[src/rtl/remap_pkg.sv]
package remap_pkg;

    typedef enum logic [2:0] {
        ST_IDLE,
        ST_LOOKUP,
        ST_ROOT,
        ST_CTX,
        ST_DIR,
        ST_LEAF,
        ST_RESPOND
    } walk_state_e;

    typedef enum logic [1:0] {
        FLT_ROOT = 2'd0,
        FLT_CTX  = 2'd1,
        FLT_DIR  = 2'd2,
        FLT_LEAF = 2'd3
    } fault_code_e;

    localparam int ENT_SHIFT = 2;

endpackage

[src/rtl/remap_tlb.sv]
module remap_tlb #(
    parameter int ENTRIES = 4,
    parameter int RID_W   = 16,
    parameter int VPN_W   = 20,
    parameter int DATA_W  = 20
) (
    input  logic                   clk,
    input  logic                   rst_n,
    input  logic [RID_W+VPN_W-1:0] lk_tag,
    output logic                   lk_hit,
    output logic [DATA_W-1:0]      lk_data,
    input  logic                   fill_en,
    input  logic [RID_W+VPN_W-1:0] fill_tag,
    input  logic [DATA_W-1:0]      fill_data,
    input  logic                   inv_en,
    input  logic                   inv_all,
    input  logic [RID_W-1:0]       inv_rid
);
    localparam int TAG_W = RID_W + VPN_W;
    localparam int PTR_W = (ENTRIES > 1) ? $clog2(ENTRIES) : 1;

    logic [ENTRIES-1:0] vld_q;
    logic [TAG_W-1:0]   tag_q  [ENTRIES];
    logic [DATA_W-1:0]  data_q [ENTRIES];
    logic [PTR_W-1:0]   rr_q;
    logic [ENTRIES-1:0] hit_vec;
    logic [ENTRIES-1:0] kill_vec;
    logic               has_free;
    logic [PTR_W-1:0]   free_idx;
    logic [PTR_W-1:0]   victim;
    logic               fill_ok;

    for (genvar g = 0; g < ENTRIES; g++) begin : g_slot
        assign hit_vec[g]  = vld_q[g] && (tag_q[g] == lk_tag);
        assign kill_vec[g] = inv_en && (inv_all || (tag_q[g][TAG_W-1 -: RID_W] == inv_rid));
    end

    always_comb begin
        lk_data = '0;
        for (int i = 0; i < ENTRIES; i++) begin
            lk_data = lk_data | (data_q[i] & {DATA_W{hit_vec[i]}});
        end
    end
    assign lk_hit = |hit_vec;

    always_comb begin
        has_free = 1'b0;
        free_idx = '0;
        for (int i = ENTRIES - 1; i >= 0; i--) begin
            if (!vld_q[i]) begin
                has_free = 1'b1;
                free_idx = PTR_W'(i);
            end
        end
    end

    assign victim  = has_free ? free_idx : rr_q;
    assign fill_ok = fill_en && !(inv_en && (inv_all || (fill_tag[TAG_W-1 -: RID_W] == inv_rid)));

    always_ff @(posedge clk or negedge rst_n) begin
        if (!rst_n) begin
            vld_q <= '0;
            rr_q  <= '0;
            for (int i = 0; i < ENTRIES; i++) begin
                tag_q[i]  <= '0;
                data_q[i] <= '0;
            end
        end else begin
            for (int i = 0; i < ENTRIES; i++) begin
                if (kill_vec[i]) vld_q[i] <= 1'b0;
                if (fill_ok && (victim == PTR_W'(i))) begin
                    vld_q[i]  <= 1'b1;
                    tag_q[i]  <= fill_tag;
                    data_q[i] <= fill_data;
                end
            end
            if (inv_en && inv_all) begin
                rr_q <= '0;
            end else if (fill_ok && !has_free) begin
                rr_q <= (rr_q == PTR_W'(ENTRIES - 1)) ? '0 : rr_q + 1'b1;
            end
        end
    end

    // a tag lives in at most one slot
    p_single_hit_r7: assert property (@(posedge clk) disable iff (!rst_n)
        $onehot0(hit_vec));

    // a global invalidate leaves nothing valid
    p_global_clear_r9: assert property (@(posedge clk) disable iff (!rst_n)
        (inv_en && inv_all) |=> (vld_q == '0));

endmodule

[src/rtl/remap_fault_fifo.sv]
module remap_fault_fifo #(
    parameter int WIDTH = 50,
    parameter int DEPTH = 4
) (
    input  logic             clk,
    input  logic             rst_n,
    input  logic             push,
    input  logic [WIDTH-1:0] push_data,
    input  logic             pop,
    output logic             head_valid,
    output logic [WIDTH-1:0] head_data,
    output logic             overflow
);
    localparam int PTR_W = (DEPTH > 1) ? $clog2(DEPTH) : 1;
    localparam int CNT_W = $clog2(DEPTH + 1);

    logic [WIDTH-1:0] store_q [DEPTH];
    logic [PTR_W-1:0] wr_q, rd_q;
    logic [CNT_W-1:0] count_q;
    logic             full, do_push, do_pop;

    assign full    = (count_q == CNT_W'(DEPTH));
    assign do_push = push && !full;
    assign do_pop  = pop && (count_q != '0);

    always_ff @(posedge clk or negedge rst_n) begin
        if (!rst_n) begin
            wr_q     <= '0;
            rd_q     <= '0;
            count_q  <= '0;
            overflow <= 1'b0;
            for (int i = 0; i < DEPTH; i++) store_q[i] <= '0;
        end else begin
            if (do_push) begin
                store_q[wr_q] <= push_data;
                wr_q <= (wr_q == PTR_W'(DEPTH - 1)) ? '0 : wr_q + 1'b1;
            end
            if (do_pop) begin
                rd_q <= (rd_q == PTR_W'(DEPTH - 1)) ? '0 : rd_q + 1'b1;
            end
            count_q <= count_q + CNT_W'(do_push) - CNT_W'(do_pop);
            if (push && full) begin
                overflow <= 1'b1;
            end else if (do_pop && !do_push && (count_q == CNT_W'(1))) begin
                overflow <= 1'b0;
            end
        end
    end

    assign head_valid = (count_q != '0);
    assign head_data  = store_q[rd_q];

    // a record arriving at a full FIFO raises the flag
    p_overflow_set_r6: assert property (@(posedge clk) disable iff (!rst_n)
        (push && full) |=> overflow);

    // a dropped record leaves the stored count untouched
    p_drop_keeps_count_r6: assert property (@(posedge clk) disable iff (!rst_n)
        (push && full && !pop) |=> $stable(count_q));

endmodule

[src/rtl/dma_remap_walker.sv]
module dma_remap_walker
    import remap_pkg::*;
#(
    parameter int OFF_W       = 12,
    parameter int IDX_W       = 10,
    parameter int RID_W       = 16,
    parameter int TLB_ENTRIES = 4,
    parameter int FLT_DEPTH   = 4
) (
    input  logic                      clk,
    input  logic                      rst_n,
    input  logic [OFF_W+2*IDX_W-1:0]  root_base,
    input  logic                      req_valid,
    output logic                      req_ready,
    input  logic [RID_W-1:0]          req_rid,
    input  logic [OFF_W+2*IDX_W-1:0]  req_dva,
    output logic                      rsp_valid,
    output logic                      rsp_ok,
    output logic [OFF_W+2*IDX_W-1:0]  rsp_hpa,
    output logic                      mem_rd_req,
    output logic [OFF_W+2*IDX_W-1:0]  mem_rd_addr,
    input  logic                      mem_rd_valid,
    input  logic [OFF_W+2*IDX_W-1:0]  mem_rd_data,
    input  logic                      inv_valid,
    input  logic                      inv_global,
    input  logic [RID_W-1:0]          inv_rid,
    output logic                      flt_valid,
    output logic [RID_W-1:0]          flt_rid,
    output logic [OFF_W+2*IDX_W-1:0]  flt_dva,
    output logic [1:0]                flt_code,
    input  logic                      flt_pop,
    output logic                      flt_overflow
);
    localparam int ADDR_W = OFF_W + 2 * IDX_W;
    localparam int PG_W   = ADDR_W - OFF_W;
    localparam int HALF_W = RID_W / 2;
    localparam int REC_W  = RID_W + ADDR_W + 2;

    walk_state_e       state_q, state_d;
    logic [RID_W-1:0]  rid_q;
    logic [ADDR_W-1:0] dva_q, base_q, hpa_q;
    logic              ok_q, stale_q;
    fault_code_e       code_q, level_code;
    logic [IDX_W-1:0]  idx;
    logic              present, walking, tlb_hit, tlb_fill;
    logic [PG_W-1:0]   tlb_ppn;
    logic [ADDR_W-1:0] entry_base;
    logic [REC_W-1:0]  flt_rec;
    logic              unused_low;

    assign present    = mem_rd_data[0];
    assign entry_base = {mem_rd_data[ADDR_W-1:OFF_W], {OFF_W{1'b0}}};
    assign unused_low = ^mem_rd_data[OFF_W-1:1];
    assign walking    = (state_q == ST_ROOT) || (state_q == ST_CTX) ||
                        (state_q == ST_DIR)  || (state_q == ST_LEAF);

    // state register
    always_ff @(posedge clk or negedge rst_n) begin
        if (!rst_n) state_q <= ST_IDLE;
        else        state_q <= state_d;
    end

    // transitions
    always_comb begin
        state_d = state_q;
        unique case (state_q)
            ST_IDLE:    if (req_valid) state_d = ST_LOOKUP;
            ST_LOOKUP:  state_d = tlb_hit ? ST_RESPOND : ST_ROOT;
            ST_ROOT:    if (mem_rd_valid) state_d = present ? ST_CTX  : ST_RESPOND;
            ST_CTX:     if (mem_rd_valid) state_d = present ? ST_DIR  : ST_RESPOND;
            ST_DIR:     if (mem_rd_valid) state_d = present ? ST_LEAF : ST_RESPOND;
            ST_LEAF:    if (mem_rd_valid) state_d = ST_RESPOND;
            ST_RESPOND: state_d = ST_IDLE;
            default:    state_d = ST_IDLE;
        endcase
    end

    // per-level index and fault code
    always_comb begin
        idx        = '0;
        level_code = FLT_ROOT;
        unique case (state_q)
            ST_ROOT: begin idx = IDX_W'(rid_q[RID_W-1 -: HALF_W]); level_code = FLT_ROOT; end
            ST_CTX:  begin idx = IDX_W'(rid_q[HALF_W-1:0]);        level_code = FLT_CTX;  end
            ST_DIR:  begin idx = dva_q[ADDR_W-1 -: IDX_W];         level_code = FLT_DIR;  end
            ST_LEAF: begin idx = dva_q[OFF_W +: IDX_W];            level_code = FLT_LEAF; end
            default: begin idx = '0;                               level_code = FLT_ROOT; end
        endcase
    end

    // walk context
    always_ff @(posedge clk or negedge rst_n) begin
        if (!rst_n) begin
            rid_q   <= '0;
            dva_q   <= '0;
            base_q  <= '0;
            hpa_q   <= '0;
            ok_q    <= 1'b0;
            stale_q <= 1'b0;
            code_q  <= FLT_ROOT;
        end else begin
            unique case (state_q)
                ST_IDLE: if (req_valid) begin
                    rid_q   <= req_rid;
                    dva_q   <= req_dva;
                    stale_q <= 1'b0;
                end
                ST_LOOKUP: begin
                    base_q <= root_base;
                    if (tlb_hit) begin
                        ok_q  <= 1'b1;
                        hpa_q <= {tlb_ppn, dva_q[OFF_W-1:0]};
                    end
                end
                ST_ROOT, ST_CTX, ST_DIR, ST_LEAF: if (mem_rd_valid) begin
                    if (!present) begin
                        ok_q   <= 1'b0;
                        hpa_q  <= '0;
                        code_q <= level_code;
                    end else begin
                        base_q <= entry_base;
                        if (state_q == ST_LEAF) begin
                            ok_q  <= 1'b1;
                            hpa_q <= {mem_rd_data[ADDR_W-1:OFF_W], dva_q[OFF_W-1:0]};
                        end
                    end
                end
                ST_RESPOND: ;
                default: ;
            endcase
            if (walking && inv_valid && (inv_global || (inv_rid == rid_q))) stale_q <= 1'b1;
        end
    end

    // outputs
    always_comb begin
        req_ready   = (state_q == ST_IDLE);
        rsp_valid   = (state_q == ST_RESPOND);
        rsp_ok      = ok_q;
        rsp_hpa     = hpa_q;
        mem_rd_req  = walking;
        mem_rd_addr = base_q + ADDR_W'({idx, {ENT_SHIFT{1'b0}}});
        tlb_fill    = (state_q == ST_LEAF) && mem_rd_valid && present && !stale_q;
    end

    remap_tlb #(
        .ENTRIES (TLB_ENTRIES),
        .RID_W   (RID_W),
        .VPN_W   (PG_W),
        .DATA_W  (PG_W)
    ) u_tlb (
        .clk       (clk),
        .rst_n     (rst_n),
        .lk_tag    ({rid_q, dva_q[ADDR_W-1:OFF_W]}),
        .lk_hit    (tlb_hit),
        .lk_data   (tlb_ppn),
        .fill_en   (tlb_fill),
        .fill_tag  ({rid_q, dva_q[ADDR_W-1:OFF_W]}),
        .fill_data (mem_rd_data[ADDR_W-1:OFF_W]),
        .inv_en    (inv_valid),
        .inv_all   (inv_global),
        .inv_rid   (inv_rid)
    );

    remap_fault_fifo #(
        .WIDTH (REC_W),
        .DEPTH (FLT_DEPTH)
    ) u_flog (
        .clk        (clk),
        .rst_n      (rst_n),
        .push       ((state_q == ST_RESPOND) && !ok_q),
        .push_data  ({rid_q, dva_q, code_q}),
        .pop        (flt_pop),
        .head_valid (flt_valid),
        .head_data  (flt_rec),
        .overflow   (flt_overflow)
    );

    assign flt_rid  = flt_rec[REC_W-1 -: RID_W];
    assign flt_dva  = flt_rec[2 +: ADDR_W];
    assign flt_code = flt_rec[1:0];

    // the response strobe lasts one cycle
    p_rsp_pulse_r11: assert property (@(posedge clk) disable iff (!rst_n)
        rsp_valid |=> !rsp_valid);

    // once a request is taken the block stops accepting
    p_busy_after_accept_r11: assert property (@(posedge clk) disable iff (!rst_n)
        (req_valid && req_ready) |=> !req_ready);

    // a failed response always leaves a record in the log
    p_fault_logged_r5: assert property (@(posedge clk) disable iff (!rst_n)
        (rsp_valid && !rsp_ok) |=> flt_valid);

    // a cache hit issues no table read
    p_hit_no_read_r7: assert property (@(posedge clk) disable iff (!rst_n)
        (state_q == ST_LOOKUP && tlb_hit) |=> !mem_rd_req);

endmodule

[config.mk]
export PLATFORM = sky130hd
export DESIGN_NAME = dma_remap_walker
export DESIGN_NICKNAME = d
export VERILOG_FILES = /design/src/rtl/remap_pkg.sv /design/src/rtl/remap_tlb.sv /design/src/rtl/remap_fault_fifo.sv /design/src/rtl/dma_remap_walker.sv
export SDC_FILE = /design/constraint.sdc
export NUM_CORES = 1
export LEC_CHECK = 0
export BUFFER_PORTS_ARGS = -buffer_cell sky130_fd_sc_hd__buf_2
export CAP_MARGIN = 20
export CORE_MARGIN = 8
export CORE_UTILIZATION = 50
export DETAILED_ROUTE_END_ITERATION = 8
export PLACE_DENSITY = 0.72
export REMOVE_ABC_BUFFERS = 1
export SYNTH_ARGS = -nofsm -noshare
export SYNTH_HDL_FRONTEND = slang
export SYNTH_HIERARCHICAL = 1
export SYNTH_SLANG_ARGS = --single-unit
export TNS_END_PERCENT = 1
[constraint.sdc]
create_clock -name clk -period 3.5 [get_ports clk]
set_clock_uncertainty 0.2 [all_clocks]
set_input_delay 0.175 -clock clk [delete_from_list [all_inputs] [get_ports clk]]
set_output_delay 0.175 -clock clk [all_outputs]
set_load 0.03 [all_outputs]
Yosys cells after proc, flatten, opt, wreduce, memory -nomap -nowiden
Cells that the tools add are included. W data, S select, Z words.

Add/sub/neg operators: 6. Order comparisons: 3. Equality and inequality tests: 33. Muxes and demuxes: 58. Bitwise logic cells: 10. Reduce and logical (&&, ||, !) cells: 63.

Operators by type and width (number): $bwmux W200 (1); $mux W32 (6); $mux W50 (3); $eq A36 B36 Y1 (4); $pmux W32 S2 (2); $bmux W50 S2 (1); $demux W50 S2 (1); $eq A16 B16 Y1 (6); $and A20 B20 Y20 (4); $or A20 B20 Y20 (3); $pmux W10 S4 (1); $add A32 B12 Y32 (1); $logic_and A1 B1 Y1 (28); $mux W2 (12); $mux W1 (21); $mux W3 (7); $pmux W3 S6 (1); $reduce_bool A2 Y1 (9); $ne A2 B2 Y1 const B (8); $eq A3 B3 Y1 const B (4); $eq A2 B2 Y1 const B (5); $logic_or A1 B1 Y1 (9); $reduce_or A4 Y1 (2); $add A2 B1 Y2 const B (3); other kinds (20) (31).

Register bits: 557. Input bits: 135. Output and inout port bits: 120. Word-level logic and storage cells: 202.

Longest topological paths before layout
Gate-level depths: netlist (run 1).

Depth after elaboration: 8. Depth in mapped cells: 13. Mapped depth without buffers: 11.

By module
The synthesis (run 1) kept the hierarchy.

Modules (own cells, without submodules): remap_tlb (times used 1, cells each 933, area an instance 11851.4 µm², sequential area each 5755.5 µm²); remap_fault_fifo (times used 1, cells each 529, area an instance 10127.2 µm², sequential area each 5205.0 µm²); dma_remap_walker (times used 1, cells each 597, area an instance 6284.8 µm², sequential area each 2977.9 µm²).

Worst setup path before layout (run 1)
OpenSTA, ideal clock, no wires.

Kind: register -> output. Start: register state_q[0]. End: output port mem_rd_addr[30]. Arrival: 3.382 ns. Data required time: 3.125 ns. Path slack: -0.257 ns. Cell stages (with the launch flop): 13. Path buffers: 2. Path through: dfrtp_1 buf_2 buf_1 mux2i_1 o22ai_1 ha_1 inv_1 fa_1 nor2b_1 o31a_1 o211ai_2 a2111oi_2 xor2_1.

Word-level cells in the longest chain between the ends: 3. Elaborated cells between the ends (all ways): 6. Those cells by class: add/sub: 1; eq/ne: 4; mux: 1.

RTL lines: start: declaration (line dma_remap_walker.sv:39) `walk_state_e state_q, state_d;`; start signal: assignment (line dma_remap_walker.sv:60) `else state_q <= state_d;`; $eq A3 B3 Y1 or $eq A3 B2 Y1 (tied branches) (line dma_remap_walker.sv:82) `unique case (state_q)`; $pmux W10 S4 (*) (line dma_remap_walker.sv:82); $add A32 B12 Y32 (*) (line dma_remap_walker.sv:142) `mem_rd_addr = base_q + ADDR_W'({idx, {ENT_SHIFT{1'b0}}});`; end: declaration (line dma_remap_walker.sv:21) `output logic [OFF_W+2*IDX_W-1:0] mem_rd_addr,`.

Mark *: on every way between the ends. The rest lies on a longest branch, timed or not.

Final worst setup path (run 1)
Start: register state_q[0]. End: output port mem_rd_addr[31].

The elaborated chain is that of the path after synthesis.

==> results of run 1 <==
==> layout make-up <==
type                       instances  area (µm²)
clock inverter                    27       365.4
multi-input combinational       1350       13670
tap                              756       945.9
timing repair buffer             503        3891
fill                            4167       21550
clock buffer                      82        1683
inverter                          22       82.58
sequential                       557       13980
==> cell usage after synthesis (all sizes together), types with 3 or more instances <==
library cell / count / share of area [%]
dfrtp: 557 / 49
mux2: 498 / 23
xnor2: 174 / 5.4
nand2: 109 / 1.4
xor2: 91 / 2.8
buf: 84 / 2.9
nand3: 62 / 1.1
nand4: 60 / 1.4
mux4: 50 / 4.0
clkbuf: 46 / 0.61
nor2: 43 / 0.57
o21ai: 31 / 0.55
nor4: 28 / 0.66
a22o: 23 / 0.71
a31oi: 22 / 0.54
inv: 22 / 0.29
a22oi: 21 / 0.56
ha: 18 / 0.80
mux2i: 17 / 0.60
a21oi: 14 / 0.25
o22ai: 12 / 0.27
and3: 8 / 0.27
a21o: 6 / 0.16
nor3: 6 / 0.12
nand2b: 5 / 0.11
a211oi: 4 / 0.12
nor2b: 4 / 0.089
nor3b: 4 / 0.11
a2111oi: 3 / 0.12
a21boi: 3 / 0.080
a31o: 3 / 0.093
nand3b: 3 / 0.080
nor4b: 3 / 0.15
or3: 3 / 0.089
==> worst max-delay path: stages (launching register included) <==
cell	delay [ns]
dfrtp_2	0.44
buf_12	0.17
mux2i_2	0.26
o22ai_1	0.18
ha_2	0.40
o211ai_1	0.11
nand2_2	0.12
a31oi_4	0.10
buf_12	0.16
nor4b_4	0.39
xor2_1	0.24
buf_4	0.20
==> registers in the layout (all words and copies together) (netlist names), 3 cells and up <==
| signal | count |
|---|---|
| base_q | 32 |
| rsp_hpa | 32 |
| u_tlb/tag_q | 144 |
| u_tlb/vld_q | 4 |
| state_q | 3 |
| u_tlb/data_q | 80 |
| u_flog/count_q | 3 |
| dva_q | 32 |
| rid_q | 16 |
| u_flog/store_q | 200 |
==> routing by layer <==
layer,wire length (µm),track usage (%),up-vias
li1,-,-,8250
met3,3964,4.100,178
met1,33470,32.05,9953
met2,38660,39.69,587
met5,0,0,-
met4,3213,10.12,0
==> report_power, final <==
group / internal (mW) / leakage (nW) / switching (mW)
sequential: 8.32 / 7.39 / 2.11
clock: 3.88 / 1.01 / 2.70
combinational: 6.35 / 7.66 / 7.02
total: 18.6 / 16.1 / 11.8
==> per-stage QoR <==
| stage | area, µm² | hold WS (ns) | util (%) | setup WS [ns] | power [mW] |
|---|---|---|---|---|---|
| after detailed placement | 30580 | 0.09798 | 54.45 | -0.03428 | 22.45 |
| after CTS | 34400 | 0.01166 | 61.24 | -0.2033 | 30.16 |
| after floorplan | 27270 | -0.3206 | - | -1.678 | 17.94 |
| after global routing | 34620 | 0.04013 | 61.63 | -0.3683 | 31.76 |
| after global placement | 30580 | 0.09097 | 54.45 | 0.02069 | 22.10 |
| final | 34620 | -0.04874 | 61.63 | -0.2530 | 30.39 |
==> repair_timing <==
item / 4_1_cts / 5_1_grt
gates resized for setup: 94 / 25
hold endpoints to repair: 318 / 0
gates cloned: 0 / 0
buffers inserted: 14 / 5
pin swaps: 16 / 13
hold buffers: 131 / 0
endpoints found under the setup margin: 47 / 46
==> kinds of logic after synthesis <==
kind of cell,after synthesis,share of synthesized area [%]
compound gates,157,3.909
xor+xnor,265,8.212
fa+ha+maj,20,0.9385
buf+inv,152,3.820
flops,557,49.32
mux,565,27.47
simple gates,343,6.335
==> worst min path at each step <==
| stage | start | to | slack, ns | depth (start not counted) |
|---|---|---|---|---|
| detailed placement | rst_n | u_flog/store_q[86] | 0.1 | 1 |
| CTS | inv_rid[1] | u_tlb/vld_q[0] | 0.01 | 7 |
| finish | rst_n | u_flog/store_q[86] | -0.05 | 2 |
| floorplan | rst_n | base_q[0] | -0.32 | 0 |
| global placement | rst_n | u_flog/store_q[86] | 0.09 | 1 |
| global route | rst_n | u_flog/store_q[86] | 0.04 | 2 |
==> results_dict.tcl, run 1 <==
set metrics [dict create \
    cp_max_fo 10 \
    r2r_end "rsp_hpa[24]" \
    drv_cap 0 \
    synth_seq_cells 557 \
    antenna_cells 0 \
    clk_pin_slew_ns 0.06 \
    place_congestion 0.8785 \
    coreArea_mm2 0.05617 \
    wl_per_cell_um 24.05 \
    grt_overflow 0 \
    ys_types 70 \
    final-max-slew-violation-count 0 \
    layout_commonest_cell "dfrtp_1" \
    synth-async-reset-ratio_pct 100.0 \
    fin_cells 3297 \
    die_h_um 253.8 \
    crit_path_end "mem_rd_addr[31]" \
    antenna_found_initial 0 \
    synth_edf_count 0 \
    end_kind "output port" \
    synth_warnings 6 \
    holdWs_ns -0.04874 \
    worst-setup-path-type "flop to output port" \
    layout_common_cells "528 x dfrtp_1, 263 x mux2_2, 229 x mux2_4" \
    hold_viol_final 5 \
    cp-start-kind "flop" \
    die_area_mm2 0.06439 \
    area_growth_syn_to_layout_pct 22.48 \
    clockBufferDepth 3 \
    viasPerCell 5.753 \
    irDropWorstVdd_v 0.0005960 \
    vias 18968 \
    min_period_ns 3.753 \
    post-route-drc-count 0 \
    slew_headroom_pct 33.02 \
    postSynthCellCount 2059 \
    cts_sinks 557 \
    status "finished with violations" \
    cts_inserted_buffers 59 \
    track_usage_pct 24.31 \
    synth_sequential_area_ratio_pct 49.32 \
    fp.dieW_um 253.8 \
    grt_pass1_vias 20243 \
    drt_iter0_drc 1362 \
    setup_violations 23 \
    fmax_mhz 266.5 \
    cp.arrival_ns 3.38 \
    cts_root_buf "clkbuf_16" \
    rows 87 \
    avgSynthCellArea_um2 13.73 \
    fin_ws_ns -0.2530 \
    tightest_slew_ns 1.004 \
    grt_start_max_net_pins 103 \
    dr.pass1.iters 5 \
    grt_pass1_wl_um 121700 \
    clock_latency_ns 0.66 \
    routed_wl_um 79310 \
    hold_path.class "input port to asynchronous set/reset pin" \
    rrSetupSlack_ns 0.04 \
    failed_checks "hold timing, setup timing" \
    htreeDepth 2 \
    cts_tree "built" \
    rsz0062_at_grt "yes" \
    drive_gt1_share_pct 44.08 \
    worst_r2r_path_depth 13 \
    num_io_pins 255 \
    nets 2648 \
    p_leak_nw 16.06 \
    cp.required_ns 3.12 \
    reg2reg_from "rid_q[0]" \
    placed_cells 3037 \
    period_share_pct 107.2 \
    ys.flop_type "dfrtp_1" \
    initial_core_util_pct 50.32 \
    ant_nets 0 \
    pwr_density_cell_mw_per_mm2 877.8 \
    startpoint "state_q[0]" \
    portBuffers 243 \
    hpwlAfterDp_um 51660 \
    syn_area_mm2 0.02826 \
    fin_tns_setup_ns -2.837 \
]
Note: power is estimated with default switching activity, not from simulation.
==> run 2, diff against run 1 <==
Settings changed: BUFFER_PORTS_ARGS -buffer_cell sky130_fd_sc_hd__buf_2 to -buffer_cell sky130_fd_sc_hd__clkbuf_2, GPL_TIMING_DRIVEN from default to 1.
==> run 2 against run 1 <==
Compared with the run above:
- the flow finishes with violations (setup timing)
- routed wire length is 0.54% higher
- cell area rose by 0.28%
- critical path type unchanged
- highest routed layer unchanged
- non-clock buffer count increased by 20
- first-iteration DRC count shrank 0.51%
- utilization increased by 0.17 points
- combinational power barely moved
- setup slack worse by 0.017 ns
- die area stayed put
==> results_dict.tcl, run 2 (synthesized netlist as in run 1, its figures left out) <==
set metrics [dict create \
    status "finished with violations" \
    failed_checks "setup timing" \
    grt_start_max_net_pins 109 \
    die_h_um 253.8 \
    slew_headroom_pct 26.40 \
    viasPerCell 5.734 \
    grt_pass1_wl_um 124000 \
    fin_tns_setup_ns -4.313 \
    reg_top3 "u_flog/store_q (200), u_tlb/tag_q (144), u_tlb/data_q (80)" \
    seqPwrFrac_pct 34.4 \
    die_area_mm2 0.06439 \
    track_usage_pct 24.61 \
    wl_per_cell_um 24.03 \
    worstPathCellList "inv_2 -> nand2_1 -> buf_4 -> nor2_1 -> ha_1 -> a21o_1 -> a21oi_2 -> buf_4 -> a211oi_2 -> xor2_1 -> buf_4" \
    nets 2667 \
    area_growth_syn_to_layout_pct 22.83 \
    worst-path-buf-inv 4 \
    pwr_density_cell_mw_per_mm2 875.2 \
    dr.pass1.iters 5 \
    fin_ws_ns -0.2703 \
    hold_start "inv_rid[9]" \
    end_kind "output port" \
    setup_violations 22 \
    initial_core_util_pct 50.32 \
    vias 19025 \
    rows 87 \
    slowest_stage "dfrtp_2" \
    placed_cells 3052 \
    use_met3_pct 3.497 \
    hold_viol_final 0 \
    intPower_mw 18.51 \
    clock_latency_ns 0.62 \
    stdcell_area_mm2 0.03472 \
    cp.arrival_ns 3.40 \
    layout_common_cells "526 x dfrtp_1, 263 x mux2_2, 229 x mux2_4" \
    cp.required_ns 3.12 \
    cp_common_cell "buf_4" \
    htreeDepth 2 \
    antenna_found_initial 2 \
    largest_register_ffs 200 \
    portBuffers 243 \
    grt_overflow 0 \
    p_sw_share_pct 39.07 \
    drt_iter0_drc 1355 \
    fmax_mhz 265.2 \
    drive_gt1_share_pct 44.53 \
    num_io_pins 255 \
    final_util_pct 61.81 \
    met1_usage_pct 32.83 \
    post-route-drc-count 0 \
    coreArea_mm2 0.05617 \
    ant_nets 0 \
    gr-max-usage-layer "met2" \
    place_congestion 0.8969 \
    period_share_pct 107.7 \
    grt_pass1_vias 20595 \
    rsz0062_at_grt "yes" \
    slowest_delay_ns 0.44 \
    clockBufferDepth 3 \
    cp-start-kind "flop" \
    irDropWorstVdd_v 0.0005025 \
    cts_tree "built" \
    tightest_slew_ns 1.104 \
    startpoint "state_q[1]" \
    cpLargestDelayFamily "buffers and inverters" \
    fin_cells 3318 \
    cp_max_fo 9 \
    min_period_ns 3.770 \
    routed_wl_um 79740 \
    reg2reg_from "rid_q[2]" \
    regMostFlops "u_flog/store_q" \
    pwr-share-clk_pct 20.8 \
    final-max-slew-violation-count 0 \
    drv_cap 0 \
    cts_root_buf "clkbuf_16" \
    cts_inserted_buffers 58 \
    hold_path.class "input port to flop" \
    p_switching_mw 11.87 \
    comb_power_share_pct 44.8 \
    cts_sinks 557 \
    fp.dieW_um 253.8 \
    clk_pin_slew_ns 0.06 \
    met2_usage_pct 40.44 \
    layout_commonest_cell "dfrtp_1" \
    worst-setup-path-type "flop to output port" \
    hpwlAfterDp_um 51960 \
    placed_cell_area_mm2 0.03072 \
    p_leak_nw 16.12 \
]
## run 2: area by class of cell
cell class              instances  area (µm²)
diodes                          2       5.005
fillers                      4231       21450
clock buffers                  86        1729
well taps                     756       945.9
multi-input cells            1350       13650
flip-flops and latches        557       13980
inverters                      22       82.58
repair buffers                523        4083
clock inverters                22       237.7
## run 2: routing by layer
layer  wire [µm]  up-vias  share of wire, %
li1            -     8298                 -
met1       33370     9897                42
met2       39070      641                49
met3        3980      189               5.0
met4        3312        0               4.2
met5           0        -                 0
## run 2: through the flow
| step | worst slack, ns | hold WS, ns | power (mW) |
|---|---|---|---|
| final | -0.2703 | 0.05177 | 30.38 |
| after global routing | -0.3914 | 0.06110 | 31.74 |
| after CTS | -0.2702 | 0.005706 | 29.91 |
| after detailed placement | -0.02340 | 0.06888 | 22.63 |
| after global placement | 0.03495 | 0.06927 | 22.24 |
| after floorplan | -1.678 | -0.3206 | 17.94 |
## run 2: worst register-to-register path, cell delays in order (launching register included)
cell and delay (ns):
dfrtp_2 0.44, buf_4 0.17, xor2_1 0.16, nor4_1 0.42, nand4_1 0.23, nor4_2 0.34, nand2_1 0.10, nand3_1 0.16
nand2_1 0.08, mux2_2 0.28, o22ai_2 0.17, buf_12 0.22, mux2_2 0.39
## run 2: path summary, 6_finish.rpt
path / slack (ns) / cells after the start / end
hold reg to reg: 0.30 / 1 / rsp_hpa[28]
max in group asynchronous: 1.60 / 4 / dva_q[31]
hold / removal: 0.05 / 5 / u_tlb/vld_q[2]
setup / recovery: -0.27 / 11 / mem_rd_addr[20]
setup reg to reg: 0.02 / 12 / rsp_hpa[14]
min in group asynchronous: 0.47 / 3 / u_tlb/tag_q[73]
## run 2: power by group through the flow
| stage | combinational [mW] | clock, mW | sequential [mW] |
|---|---|---|---|
| finish | 13.6 | 6.33 | 10.5 |
| global route | 14.3 | 6.72 | 10.7 |
| CTS | 13.1 | 6.45 | 10.4 |
| detailed placement | 12.1 | 0 | 10.5 |
| global placement | 11.9 | 0 | 10.3 |
| floorplan | 7.46 | 0 | 10.5 |
## run 2: what timing repair did
item / CTS / global route
endpoints found under the setup margin: 46 / 83
endpoints found under the hold margin: 393 / 0
gates resized for setup: 80 / 66
setup buffers: 9 / 14
hold buffers: 132 / 0
pin swaps: 12 / 23
cloned: 1 / 0
